`src/rtl/tmr_pkg.sv`:
```
`timescale 1ns/1ps
// Shared definitions for the cycle timer: register-port address width and select codes.
package tmr_pkg;
    localparam int unsigned REG_ADDR_W = 2;

    typedef enum logic [REG_ADDR_W-1:0] {
        SEL_COUNT = 2'd0,
        SEL_CMP   = 2'd1
    } tmr_sel_e;
endpackage

```
`src/rtl/tmr_counter.sv`:
```
`timescale 1ns/1ps
// Free-running counter. It increments every cycle, or loads a software value
// in place of the increment. It also exposes its next value so that a
// comparator can look at the value being entered.
// Assumes: synchronous active-low reset; wrap is plain modulo 2^CNT_W.
module tmr_counter #(
    parameter int unsigned CNT_W = 32
) (
    input  logic             clk,
    input  logic             rst_n,
    input  logic             load_i,
    input  logic [CNT_W-1:0] load_val_i,
    output logic [CNT_W-1:0] count_o,
    output logic [CNT_W-1:0] count_nxt_o
);
    logic [CNT_W-1:0] count_q;

    // Next value: a software load replaces the increment
    always_comb begin
        count_nxt_o = load_i ? load_val_i : count_q + CNT_W'(1);
    end

    // Counter register with synchronous reset
    always_ff @(posedge clk) begin
        if (!rst_n) count_q <= '0;
        else        count_q <= count_nxt_o;
    end

    assign count_o = count_q;

    AST_COUNT_STEP: assert property (@(posedge clk) disable iff (!rst_n)
        !load_i |=> count_q == $past(count_q) + CNT_W'(1));
    AST_COUNT_LOAD: assert property (@(posedge clk) disable iff (!rst_n)
        load_i |=> count_q == $past(load_val_i));
endmodule

```
`src/rtl/tmr_match.sv`:
```
`timescale 1ns/1ps
// Compare register and sticky pending flag. The flag sets when the counter's
// next value equals the held compare value. Only a compare write clears it,
// and that clear has priority over a match at the same edge.
// Assumes: synchronous active-low reset; count_nxt_i is the value the counter enters.
module tmr_match #(
    parameter int unsigned CNT_W = 32
) (
    input  logic             clk,
    input  logic             rst_n,
    input  logic             cmp_wr_i,
    input  logic [CNT_W-1:0] cmp_wval_i,
    input  logic [CNT_W-1:0] count_nxt_i,
    output logic [CNT_W-1:0] cmp_o,
    output logic             pend_o
);
    logic [CNT_W-1:0] cmp_q;
    logic             pend_q;
    logic             hit;

    // Equality on the value being entered, against the compare value in force
    always_comb begin
        hit = (count_nxt_i == cmp_q);
    end

    // Compare register: loaded only by a software write
    always_ff @(posedge clk) begin
        if (!rst_n)        cmp_q <= '0;
        else if (cmp_wr_i) cmp_q <= cmp_wval_i;
    end

    // Pending flag: clear on compare write, else set on hit, else hold
    always_ff @(posedge clk) begin
        if (!rst_n)        pend_q <= 1'b0;
        else if (cmp_wr_i) pend_q <= 1'b0;
        else if (hit)      pend_q <= 1'b1;
    end

    assign cmp_o  = cmp_q;
    assign pend_o = pend_q;

    AST_PEND_CLEAR: assert property (@(posedge clk) disable iff (!rst_n)
        cmp_wr_i |=> !pend_q);
    AST_PEND_STICKY: assert property (@(posedge clk) disable iff (!rst_n)
        (pend_q && !cmp_wr_i) |=> pend_q);
endmodule

```
`src/rtl/tmr_irq_gate.sv`:
```
`timescale 1ns/1ps
// Interrupt gating: passes the pending flag when the timer mask bit and the
// global enable are both set. It is purely combinational, with no added latency.
// Assumes: MASK_IDX lies inside the mask byte.
module tmr_irq_gate #(
    parameter int unsigned MASK_W   = 8,
    parameter int unsigned MASK_IDX = 7
) (
    input  logic              pend_i,
    input  logic [MASK_W-1:0] mask_i,
    input  logic              gie_i,
    output logic              irq_o
);
    // Three-input gate on the timer mask bit and the global enable
    always_comb begin
        irq_o = pend_i & mask_i[MASK_IDX] & gie_i;
    end
endmodule

```
`src/rtl/cycle_timer.sv`:
```
`timescale 1ns/1ps
// Top of the cycle timer: counter, compare/pending logic, interrupt gate,
// register read mux and a read-only shadow of the count.
// Assumes: single clock, synchronous active-low reset, one register access per cycle.
module cycle_timer
    import tmr_pkg::*;
#(
    parameter int unsigned CNT_W    = 32,
    parameter int unsigned MASK_W   = 8,
    parameter int unsigned MASK_IDX = 7
) (
    input  logic                  clk,
    input  logic                  rst_n,
    input  logic [REG_ADDR_W-1:0] acc_addr_i,
    input  logic                  acc_wr_i,
    input  logic [CNT_W-1:0]      acc_wdata_i,
    output logic [CNT_W-1:0]      acc_rdata_o,
    input  logic [MASK_W-1:0]     int_mask_i,
    input  logic                  gie_i,
    output logic                  pending_o,
    output logic                  irq_o,
    output logic [CNT_W-1:0]      shadow_count_o
);
    logic             wr_count;
    logic             wr_cmp;
    logic [CNT_W-1:0] count;
    logic [CNT_W-1:0] count_nxt;
    logic [CNT_W-1:0] cmp;
    logic             pend;

    // Address decode of the write strobe
    always_comb begin
        wr_count = acc_wr_i && (acc_addr_i == SEL_COUNT);
        wr_cmp   = acc_wr_i && (acc_addr_i == SEL_CMP);
    end

    tmr_counter #(.CNT_W(CNT_W)) u_cnt (
        .clk         (clk),
        .rst_n       (rst_n),
        .load_i      (wr_count),
        .load_val_i  (acc_wdata_i),
        .count_o     (count),
        .count_nxt_o (count_nxt)
    );

    tmr_match #(.CNT_W(CNT_W)) u_match (
        .clk         (clk),
        .rst_n       (rst_n),
        .cmp_wr_i    (wr_cmp),
        .cmp_wval_i  (acc_wdata_i),
        .count_nxt_i (count_nxt),
        .cmp_o       (cmp),
        .pend_o      (pend)
    );

    tmr_irq_gate #(.MASK_W(MASK_W), .MASK_IDX(MASK_IDX)) u_gate (
        .pend_i (pend),
        .mask_i (int_mask_i),
        .gie_i  (gie_i),
        .irq_o  (irq_o)
    );

    // Read mux: counter, compare, else zero
    always_comb begin
        case (acc_addr_i)
            SEL_COUNT: acc_rdata_o = count;
            SEL_CMP:   acc_rdata_o = cmp;
            default:   acc_rdata_o = '0;
        endcase
    end

    assign pending_o      = pend;
    assign shadow_count_o = count;

    AST_RISE_ON_MATCH: assert property (@(posedge clk) disable iff (!rst_n)
        $rose(pend) |-> count == cmp);
    AST_IRQ_NEEDS_PEND: assert property (@(posedge clk) disable iff (!rst_n)
        irq_o |-> (pend && gie_i));
    AST_RESET_CLEAR: assert property (@(posedge clk)
        !rst_n |=> (count == '0 && cmp == '0 && !pend));
endmodule

```
`config.mk`:
```
export PLATFORM = sky130hd
export DESIGN_NAME = cycle_timer
export DESIGN_NICKNAME = d
export VERILOG_FILES = /design/src/rtl/tmr_pkg.sv /design/src/rtl/tmr_counter.sv /design/src/rtl/tmr_match.sv /design/src/rtl/tmr_irq_gate.sv /design/src/rtl/cycle_timer.sv
export SDC_FILE = /design/constraint.sdc
export NUM_CORES = 1
export LEC_CHECK = 0
export ABC_AREA = 1
export BUFFER_PORTS_ARGS = -buffer_cell sky130_fd_sc_hd__buf_4
export CAP_MARGIN = 20
export CORE_UTILIZATION = 45
export CTS_CLUSTER_SIZE = 20
export DETAILED_ROUTE_END_ITERATION = 10
export GPL_TIMING_DRIVEN = 0
export PLACE_DENSITY = 0.7
export RECOVER_POWER = 100
export SYNTH_ARGS = -nofsm -noshare
export SYNTH_HDL_FRONTEND = slang
export SYNTH_SLANG_ARGS = --single-unit
```
`constraint.sdc`:
```
create_clock -name clk -period 5.7 [get_ports clk]
set_input_delay 0.855 -clock clk [delete_from_list [all_inputs] [get_ports clk]]
set_output_delay 0.855 -clock clk [all_outputs]
set_load 0.005 [all_outputs]
```
; Yosys cells after proc, flatten, opt, wreduce, memory -nomap -nowiden
; Index checks and enable logic that the tools add are counted.
[word_totals]
mem_bits_ro = 0
out_inout_bits = 66
ramBits = 0
latch_bits = 0
memories = 0
ff_bits = 65
[classes]
n_bitwise = 3
n_eq_ne = 2
shift = 0
muxes = 2
multipliers = 0
n_lt_le_gt_ge = 0
n_div = 0
addsub = 1
n_reduce_logical = 4
[op_table]
columns = operator, n
row1 = 32-bit one-hot mux with 2 select lines, 1
row2 = 32-bit by 1-bit adder with 32-bit output (second input constant), 1
row3 = 32-bit equality test, 1
row4 = 32-bit 2-to-1 mux, 1
row5 = 1-bit bitwise AND, 2
row6 = 2-bit by 1-bit equality test with 1-bit output (second input constant), 1
row7 = 1-bit logical AND, 2
row8 = 2-bit zero test, 1
row9 = 2-bit OR reduction, 1
row10 = 1-bit NOT, 1

; Depth between registers and ports, before layout
; Gate-level depths: netlist of the first run.
[depth]
ltp_word = 4
depth_mapped = 17
ltp_nobuf = 17

; Hierarchy
; Synthesis of the first run repeated with hierarchy kept, for this count alone.
[hier_totals]
hier_cells = 722
hier_area_um2 = 4443.0
[modules_own_cells]
columns = module, seq_area_each_um2, area_each_um2, instances, cells_per_inst
row1 = tmr_counter, 640.6, 2346.0, 1, 384
row2 = tmr_match, 660.6, 1576.5, 1, 223
row3 = cycle_timer, 0.0, 506.7, 1, 112
row4 = tmr_irq_gate, 0.0, 13.8, 1, 3

; Worst setup path before layout of the first run
; Ideal clock, no wire load.
[synth_timing]
kind = input -> output
start = in acc_addr_i[0]
end = out acc_rdata_o[0]
cell_stages = 4
required_ps = 4845
arrival_ps = 1468
n_path_buf = 1
path_slack_ps = 3377
path_cell_list = nor2_4 > inv_2 > buf_1 > o22ai_1
[synth_between]
elab_chain_len = 2
[synth_rtl]
columns = element, line_no
row1 = from (decl), cycle_timer.sv:14  ; input logic [REG_ADDR_W-1:0] acc_addr_i,
row2 = 2-bit by 1-bit equality test with 1-bit output or 2-bit zero test (tied branches), cycle_timer.sv:65  ; case (acc_addr_i)
row3 = 32-bit one-hot mux with 2 select lines *, cycle_timer.sv:65
row4 = to (decl), cycle_timer.sv:17  ; output logic [CNT_W-1:0] acc_rdata_o,
; Every way passes the cells marked *; elsewhere a longest branch is shown, timed or not.

; Final worst setup path of the first run
[layout_timing]
start = in acc_addr_i[1]
end = out acc_rdata_o[15]
; The elaborated chain is that of the path after synthesis.

==> results of run 1 <==
## layer usage
layer	track usage	vias to the layer above
li1	-	2493
met1	0.394	2272
met2	0.485	227
met3	0.0496	33
met4	0.132	0
met5	0	-
## logic make-up (layout without fill, tap and decap cells)
| family | after synthesis | after routing | share of synthesized area |
|---|---|---|---|
| adder cells (fa/ha/maj) | 1 | 1 | 0.00298 |
| buffers and inverters | 105 | 225 | 0.0949 |
| flip-flops | 65 | 65 | 0.310 |
| XOR/XNOR | 9 | 9 | 0.0188 |
| AND/OR/NAND/NOR | 413 | 413 | 0.423 |
| AO/OA/AOI/OAI | 117 | 117 | 0.150 |
## worst max path at each step
stage	start	endpoint	slack (ns)	cells past startpoint
2_1_floorplan	acc_addr_i[0]	acc_rdata_o[0]	3.38	4
3_3_place_gp	acc_addr_i[0]	acc_rdata_o[27]	2.66	7
3_5_place_dp	acc_addr_i[0]	u_match.pend_o$_SDFFE_PP0N_	2.65	14
4_1_cts	acc_addr_i[0]	acc_rdata_o[27]	2.64	7
5_1_grt	acc_addr_i[1]	acc_rdata_o[15]	2.14	6
6_report	acc_addr_i[1]	acc_rdata_o[15]	2.15	6
## power by group
part | switching (W) | internal (W) | total (W)
Clock | 0.000200 | 0.000246 | 0.000446
Sequential | 0.0000242 | 0.000478 | 0.000502
Combinational | 0.000131 | 0.0000910 | 0.000222
## cell type report
| type | count | share of cell area |
|---|---|---|
| Multi-Input combinational cell | 540 | 0.469 |
| Sequential cell | 65 | 0.246 |
| Timing Repair Buffer | 104 | 0.145 |
| Inverter | 80 | 0.0567 |
| Tap cell | 108 | 0.0255 |
| Clock buffer | 9 | 0.0234 |
| Clock inverter | 7 | 0.0179 |
| Buffer | 25 | 0.0177 |
## cells in the mapped netlist, types with 2 or more instances
cell type  count  area share
a21oi_1       36       0.043
buf_1          3      0.0027
buf_2          3      0.0036
clkbuf_1      19       0.017
dfxtp_1       65        0.31
inv_1         78       0.070
inv_2          2      0.0018
nand2_1      226        0.20
nand2_2        6      0.0090
nand3_1       59       0.070
nor2_1        83       0.074
nor2_2         6      0.0090
nor2_4         6       0.016
o211ai_1       2      0.0036
o21ai_0       49       0.059
o22ai_1       28       0.042
or2_2         23       0.034
xor2_1         9       0.019
## stage by stage
stage                     power [W]  cell area, sq um  hold WS (ns)   util
final                       0.00117              5300         0.479  0.599
after global routing        0.00122              5300         0.507  0.599
after CTS                   0.00118              5330         0.491  0.602
after detailed placement   0.000735              5110         0.477  0.577
after global placement     0.000729              5110         0.475  0.577
after floorplan            0.000635              4190         0.459      -
## sequential cells by signal, summed over array words and instances, names as in the netlist
register and count:
u_match.cmp_o 32, u_match.pend_o 1, u_cnt.count_o 32
## worst max-delay path, cell delays in order
cell and delay (ns):
clkbuf_4 0.11, nor2_1 0.40, inv_1 0.37, clkbuf_1 0.40, o22ai_1 0.35, clkbuf_4 0.20
==> run summary, run 1 <==
status -> finished, violations left
failing checks -> design-rule violations
Yosys cell types -> 25
first-pass GRT wire length -> 22,600 um
ANT cells -> 0
Data required, critical path -> 4.85 ns
leak pwr -> 2.36 nW
Post-DP HPWL -> 10,800 um
Avg WL per Cell -> 15.3 um
Clock Skews -> 0.0112 ns
Worst Hold Class -> flip-flop to flip-flop
Final Hold Vio Count -> 0
Final Max Tran Viols -> 0
Least-Margin Pin Slew -> 0.730 ns
CTS H-tree lvls -> 3
Setup violations, final -> 0
syn nets -> 757
most frequent cells in the layout -> nand2_1 (227), nor2_1 (84), inv_1 (79), dfxtp_1 (65), nand3_1 (59)
antenna violations before repair -> 0
Synth Instances -> 710
Root Driver -> clkbuf_8
vias post-DR -> 5,025
die extent in x -> 98.5 um
crit-path max FO -> 10
yosys warns -> 0
max-cap violation count -> 0
Yosys reg bits -> 65
Clock transition at path regs -> 0.08 ns
largest net degree at the start of global routing -> 13
Finished Layout Cells -> 938
asr flop ratio synth -> 0
worst r2r src -> u_cnt.count_o[1]$_SDFF_PN0_
wl on met1 -> 6430 um
GR Overflow Total -> 0
DR WL met2 -> 6510 um
crit share post-route -> 0.624
Top FF cell, synth -> dfxtp_1
Post-CTS Setup Inserts -> 0
drc violations -> 4
Num Clock Sinks -> 65
Rows -> 34
Tot GR Track Use -> 0.300
CP Class -> input port to output port
GP Congestion -> 0.894
fmax -> 281 MHz
Pwr Density -> 221 nW/um^2
hold path start -> u_match.pend_o$_SDFFE_PP0N_
Filler cells -> 892
layout cells sized above 1 -> 0.190
leading cell type in the layout, fill and taps excluded -> nand2_1
starting density of the core -> 0.474
Setup TNS Final -> 0 ns
pre-CTS setup slack -> 2.65 ns
flop2flop setup slack -> 3.25 ns
storage element area -> 1300 sq um
clk_lat worst skew -> 0.35 ns
die outline height -> 98.5 um
# hold bufs at CTS -> 0
core area -> 8850 sq um
Rel. slew slack -> 0.514
r2r worst-path depth -> 15
CTS tree -> built
Tmin final -> 3.55 ns
Worst EP arrival -> 2.70 ns
footprint of the multi-input gates -> 2480 sq um
maximum root-to-sink buffer count -> 2
I/O Buffers -> 104
Synth Cell Area -> 4190 sq um
DRT Pass-1 Iters -> 10
reg2reg end -> u_match.pend_o$_SDFFE_PP0N_
Post-synth EDFFs -> 0
final wirelength -> 14,400 um
Iteration-0 DRC Markers -> 369
post-route ant nets -> 0
cts repair resizes -> 0
Worst Setup Start Kind -> input port
Final #Nets -> 872
DP Cell Count -> 922
vias in the first global route -> 4,649
I/O pin cnt -> 112
top routing layer used -> met4
P&R area growth vs syn -> 26.4%
die area -> 9700 sq um
Peak VDD IR -> 183 uV
post-synthesis sequential area ratio -> 0.310
RSZ-0062 raised after global routing -> no
vias per cell -> 5.36
Mapped Avg Cell Area -> 5.90 sq um
CP endpoint kind -> output port
TritonCTS Buffers -> 9
Worst Hold Depth -> 2
met3 wire len -> 1030 um
Hold Path End -> u_match.pend_o$_SDFFE_PP0N_
setup ws final -> 2.15 ns
Power figures use the tool's default switching activity.
==> inputs of run 2 (changes only) <==
--- a/config.mk
+++ b/config.mk
@@ -5,14 +5,14 @@
 export SDC_FILE = /design/constraint.sdc
 export NUM_CORES = 1
 export LEC_CHECK = 0
-export ABC_AREA = 1
+export ABC_AREA = 0
 export BUFFER_PORTS_ARGS = -buffer_cell sky130_fd_sc_hd__buf_4
 export CAP_MARGIN = 20
 export CORE_UTILIZATION = 45
 export CTS_CLUSTER_SIZE = 20
 export DETAILED_ROUTE_END_ITERATION = 10
 export GPL_TIMING_DRIVEN = 0
-export PLACE_DENSITY = 0.7
+export PLACE_DENSITY = 0.69
 export RECOVER_POWER = 100
 export SYNTH_ARGS = -nofsm -noshare
 export SYNTH_HDL_FRONTEND = slang
==> constraint.sdc (replaced) <==
create_clock -name clk -period 3.39 [get_ports clk]
set_input_delay 0.5085 -clock clk [delete_from_list [all_inputs] [get_ports clk]]
set_output_delay 0.5085 -clock clk [all_outputs]
set_load 0.005 [all_outputs]
==> run 2 against run 1 <==
The run now ends clean. Clock power up 67%. Via count down 2.5%. Hold slack worse by 0.069 ns. Routed wire length up 20%. Area after synthesis up 6.1%. Final cell count down 11%. Clock-buffer cell count up 1. Sequential share of layout area down 1.4 points. Critical path depth up 3. Synthesized cell count down 18%. Critical endpoint is now u_cnt.count_o[10]$_SDFF_PN0_. Highest routed layer is now met5.
==> run summary, run 2 <==
fmax -> 308 MHz
Rows -> 35 (+2.9%)
Avg WL per Cell -> 20.7 um (+35%)
die extent in x -> 101 um (+2.9%)
Num Clock Sinks -> 65 (unchanged)
post-synthesis sequential area ratio -> 0.293 (-0.0178)
setup ws final -> 0.147 ns (-2.00 ns)
Final Core Density -> 0.597 (-0.00215)
crit-path max FO -> 10 (unchanged)
vias post-DR -> 4,901 (-2.5%)
I/O pin cnt -> 112 (unchanged)
Tmin final -> 3.24 ns
flop2flop setup slack -> 0.20 ns (-3.05 ns)
asr flop ratio synth -> 0 (unchanged)
Synth area leaders -> dfxtp_1 (29%), mux2i_1 (9.2%), nand2_1 (6.8%), nor2_1 (6.5%), xnor2_1 (6.5%)
final wirelength -> 17,200 um (+20%)
core area -> 9420 sq um (+6.4%)
syn nets -> 632 (-17%)
DRT Pass-1 Iters -> 5 (-5)
Filler cells -> 918 (+2.9%)
pre-CTS setup slack -> -0.312 ns (-2.96 ns)
die area -> 10,300 sq um (+6.0%)
P&R area growth vs syn -> 26.3% (about the same)
Pwr Density -> 357 nW/um^2 (+62%)
post-route ant nets -> 0 (unchanged)
starting density of the core -> 0.472 (-0.00141)
# hold bufs at CTS -> 0 (unchanged)
Worst Hold Class -> input port to flip-flop
Synth Instances -> 585 (-18%)
leak pwr -> 2.32 nW (-1.9%)
Top FF cell, synth -> dfxtp_1
Worst EP arrival -> 3.50 ns (+0.80 ns)
Post-synth top cells -> nand2_1 (81), nor2_1 (77), dfxtp_1 (65)
vias in the first global route -> 4,509 (-3.0%)
drc violations -> 0 (-4)
first-pass GRT wire length -> 25,900 um (+14%)
Peak VDD IR -> 228 uV (+24%)
Worst Hold Depth -> 3 (+1)
CP Class -> input port to flip-flop
Final Max Tran Viols -> 0 (unchanged)
layout cells sized above 1 -> 0.202 (+0.0116)
count leader, synth -> nand2_1
total power -> 0.00200 W (+71%)
Final Hold Vio Count -> 0 (unchanged)
Clock Skews -> 0.00629 ns (-0.00495 ns)
antenna violations before repair -> 1 (+1)
Setup violations, final -> 0 (unchanged)
wl on met1 -> 7620 um (+19%)
maximum root-to-sink buffer count -> 2 (unchanged)
vias per cell -> 5.89 (+10%)
clk_lat worst skew -> 0.35 ns (about the same)
Rel. slew slack -> 0.314 (-0.199)
status -> finished, final reports clean
CTS H-tree lvls -> 3 (unchanged)
die outline height -> 101 um (+2.9%)
TritonCTS Buffers -> 9 (unchanged)
Final #Nets -> 745 (-15%)
top routing layer used -> met5
GP Congestion -> 0.955 (+6.8%)
Post-DP HPWL -> 12,800 um (+18%)
I/O Buffers -> 102 (-1.9%)
ANT cells -> 0 (unchanged)
max-cap violation count -> 0 (unchanged)
met3 wire len -> 1230 um (+19%)
Yosys cell types -> 59 (+140%)
largest net degree at the start of global routing -> 12 (-1)
Synth Cell Area -> 4450 sq um (+6.1%)
RSZ-0062 raised after global routing -> no
CP endpoint kind -> flip-flop
Yosys reg bits -> 65 (unchanged)
GR Overflow Total -> 0 (unchanged)
most frequent cells in the layout -> nand2_1 (81), nor2_1 (77), clkbuf_4 (66), dfxtp_1 (65), mux2i_1 (41)
yosys warns -> 0 (unchanged)
Data required, critical path -> 3.64 ns (-1.21 ns)
Post-synth EDFFs -> 0 (unchanged)
crit share post-route -> 0.957
leading cell type in the layout, fill and taps excluded -> nand2_1
Least-Margin Pin Slew -> 1.03 ns (+0.299 ns)
Tot GR Track Use -> 0.345 (+0.0447)
CTS tree -> built
Worst Setup Start Kind -> input port
Root Driver -> clkbuf_8
r2r worst-path depth -> 10 (-5)
hold_ws -> 0.410 ns (-0.0687 ns)
DR WL met2 -> 7770 um (+19%)
Iteration-0 DRC Markers -> 377 (+2.2%)
Mapped Avg Cell Area -> 7.60 sq um (+29%)
Synth area leader -> dfxtp_1
post-synth top area share -> 0.293 (-0.0178)
Clock transition at path regs -> 0.08 ns (about the same)
==> run 2: cell count changes after synthesis, moves of 10 or more <==
| cell | change |
|---|---|
| a211oi_1 | +24 |
| clkbuf_1 | +11 |
| inv_1 | -58 |
| mux2i_1 | +41 |
| nand2_1 | -145 |
| nand3_1 | -42 |
| nor4_1 | +10 |
| o21ai_0 | -40 |
| o22ai_1 | -27 |
| or2_2 | -18 |
| xnor2_1 | +33 |
| xor2_1 | +20 |
==> run 2: metal layers <==
metal,global-route usage,vias up
met5,0,-
met3,0.0573,45
met2,0.535,229
met4,0.149,2
li1,-,2270
met1,0.471,2355
==> run 2: logic make-up after synthesis <==
logic type / synth area share
mux: 0.0923
xor+xnor: 0.127
compound gates: 0.158
flops: 0.293
fa+ha+maj: 0.00281
buf+inv: 0.0605
simple gates: 0.267
==> run 2: where the power goes <==
group	switching, W	internal, W	total [W]
registers	0.0000513	0.000798	0.000849
logic	0.000228	0.000181	0.000409
clock network	0.000336	0.000411	0.000747
==> run 2: critical path: stages <==
cell      delay, ns
clkbuf_1       0.24
or3b_1         0.17
buf_6          0.13
clkbuf_1       0.56
clkbuf_2       0.42
clkbuf_1       0.48
clkbuf_1       0.62
nor2_1         0.08
a211oi_1       0.26
==> run 2: area by class of cell <==
class | count | area, sq um | area share
well taps | 129 | 161 | 0.0287
multi-input cells | 456 | 2910 | 0.517
plain buffers | 42 | 193 | 0.0343
inverters | 21 | 78.8 | 0.0140
flip-flops and latches | 65 | 1300 | 0.232
repair buffers | 103 | 766 | 0.136
clock buffers | 10 | 128 | 0.0227
clock inverters | 6 | 82.6 | 0.0147
==> run 2: what timing repair did <==
action | in CTS | in global routing
cloned | 0 | 0
buffers inserted | 0 | 1
pin swaps | 0 | 1
setup endpoints to repair | 1 | 20
gates resized for setup | 2 | 9
==> run 2: path summary, 6_finish.rpt <==
path,start,endpoint
hold / removal,acc_wdata_i[11],u_match.cmp_o[11]$_SDFFE_PN0P_
setup reg to reg,u_cnt.count_o[6]$_SDFF_PN0_,u_match.pend_o$_SDFFE_PP0N_
hold reg to reg,u_match.pend_o$_SDFFE_PP0N_,u_match.pend_o$_SDFFE_PP0N_
setup / recovery,acc_addr_i[1],u_cnt.count_o[10]$_SDFF_PN0_
==> run 2: stage by stage <==
step / instance area (sq um) / setup TNS [ns] / cells
finish: 5620 / 0 / 832
global route: 5620 / 0 / 832
CTS: 5590 / 0 / 832
detailed placement: 5370 / -5.61 / 816
global placement: 5370 / -7.43 / 816
floorplan: 4450 / 0 / 585
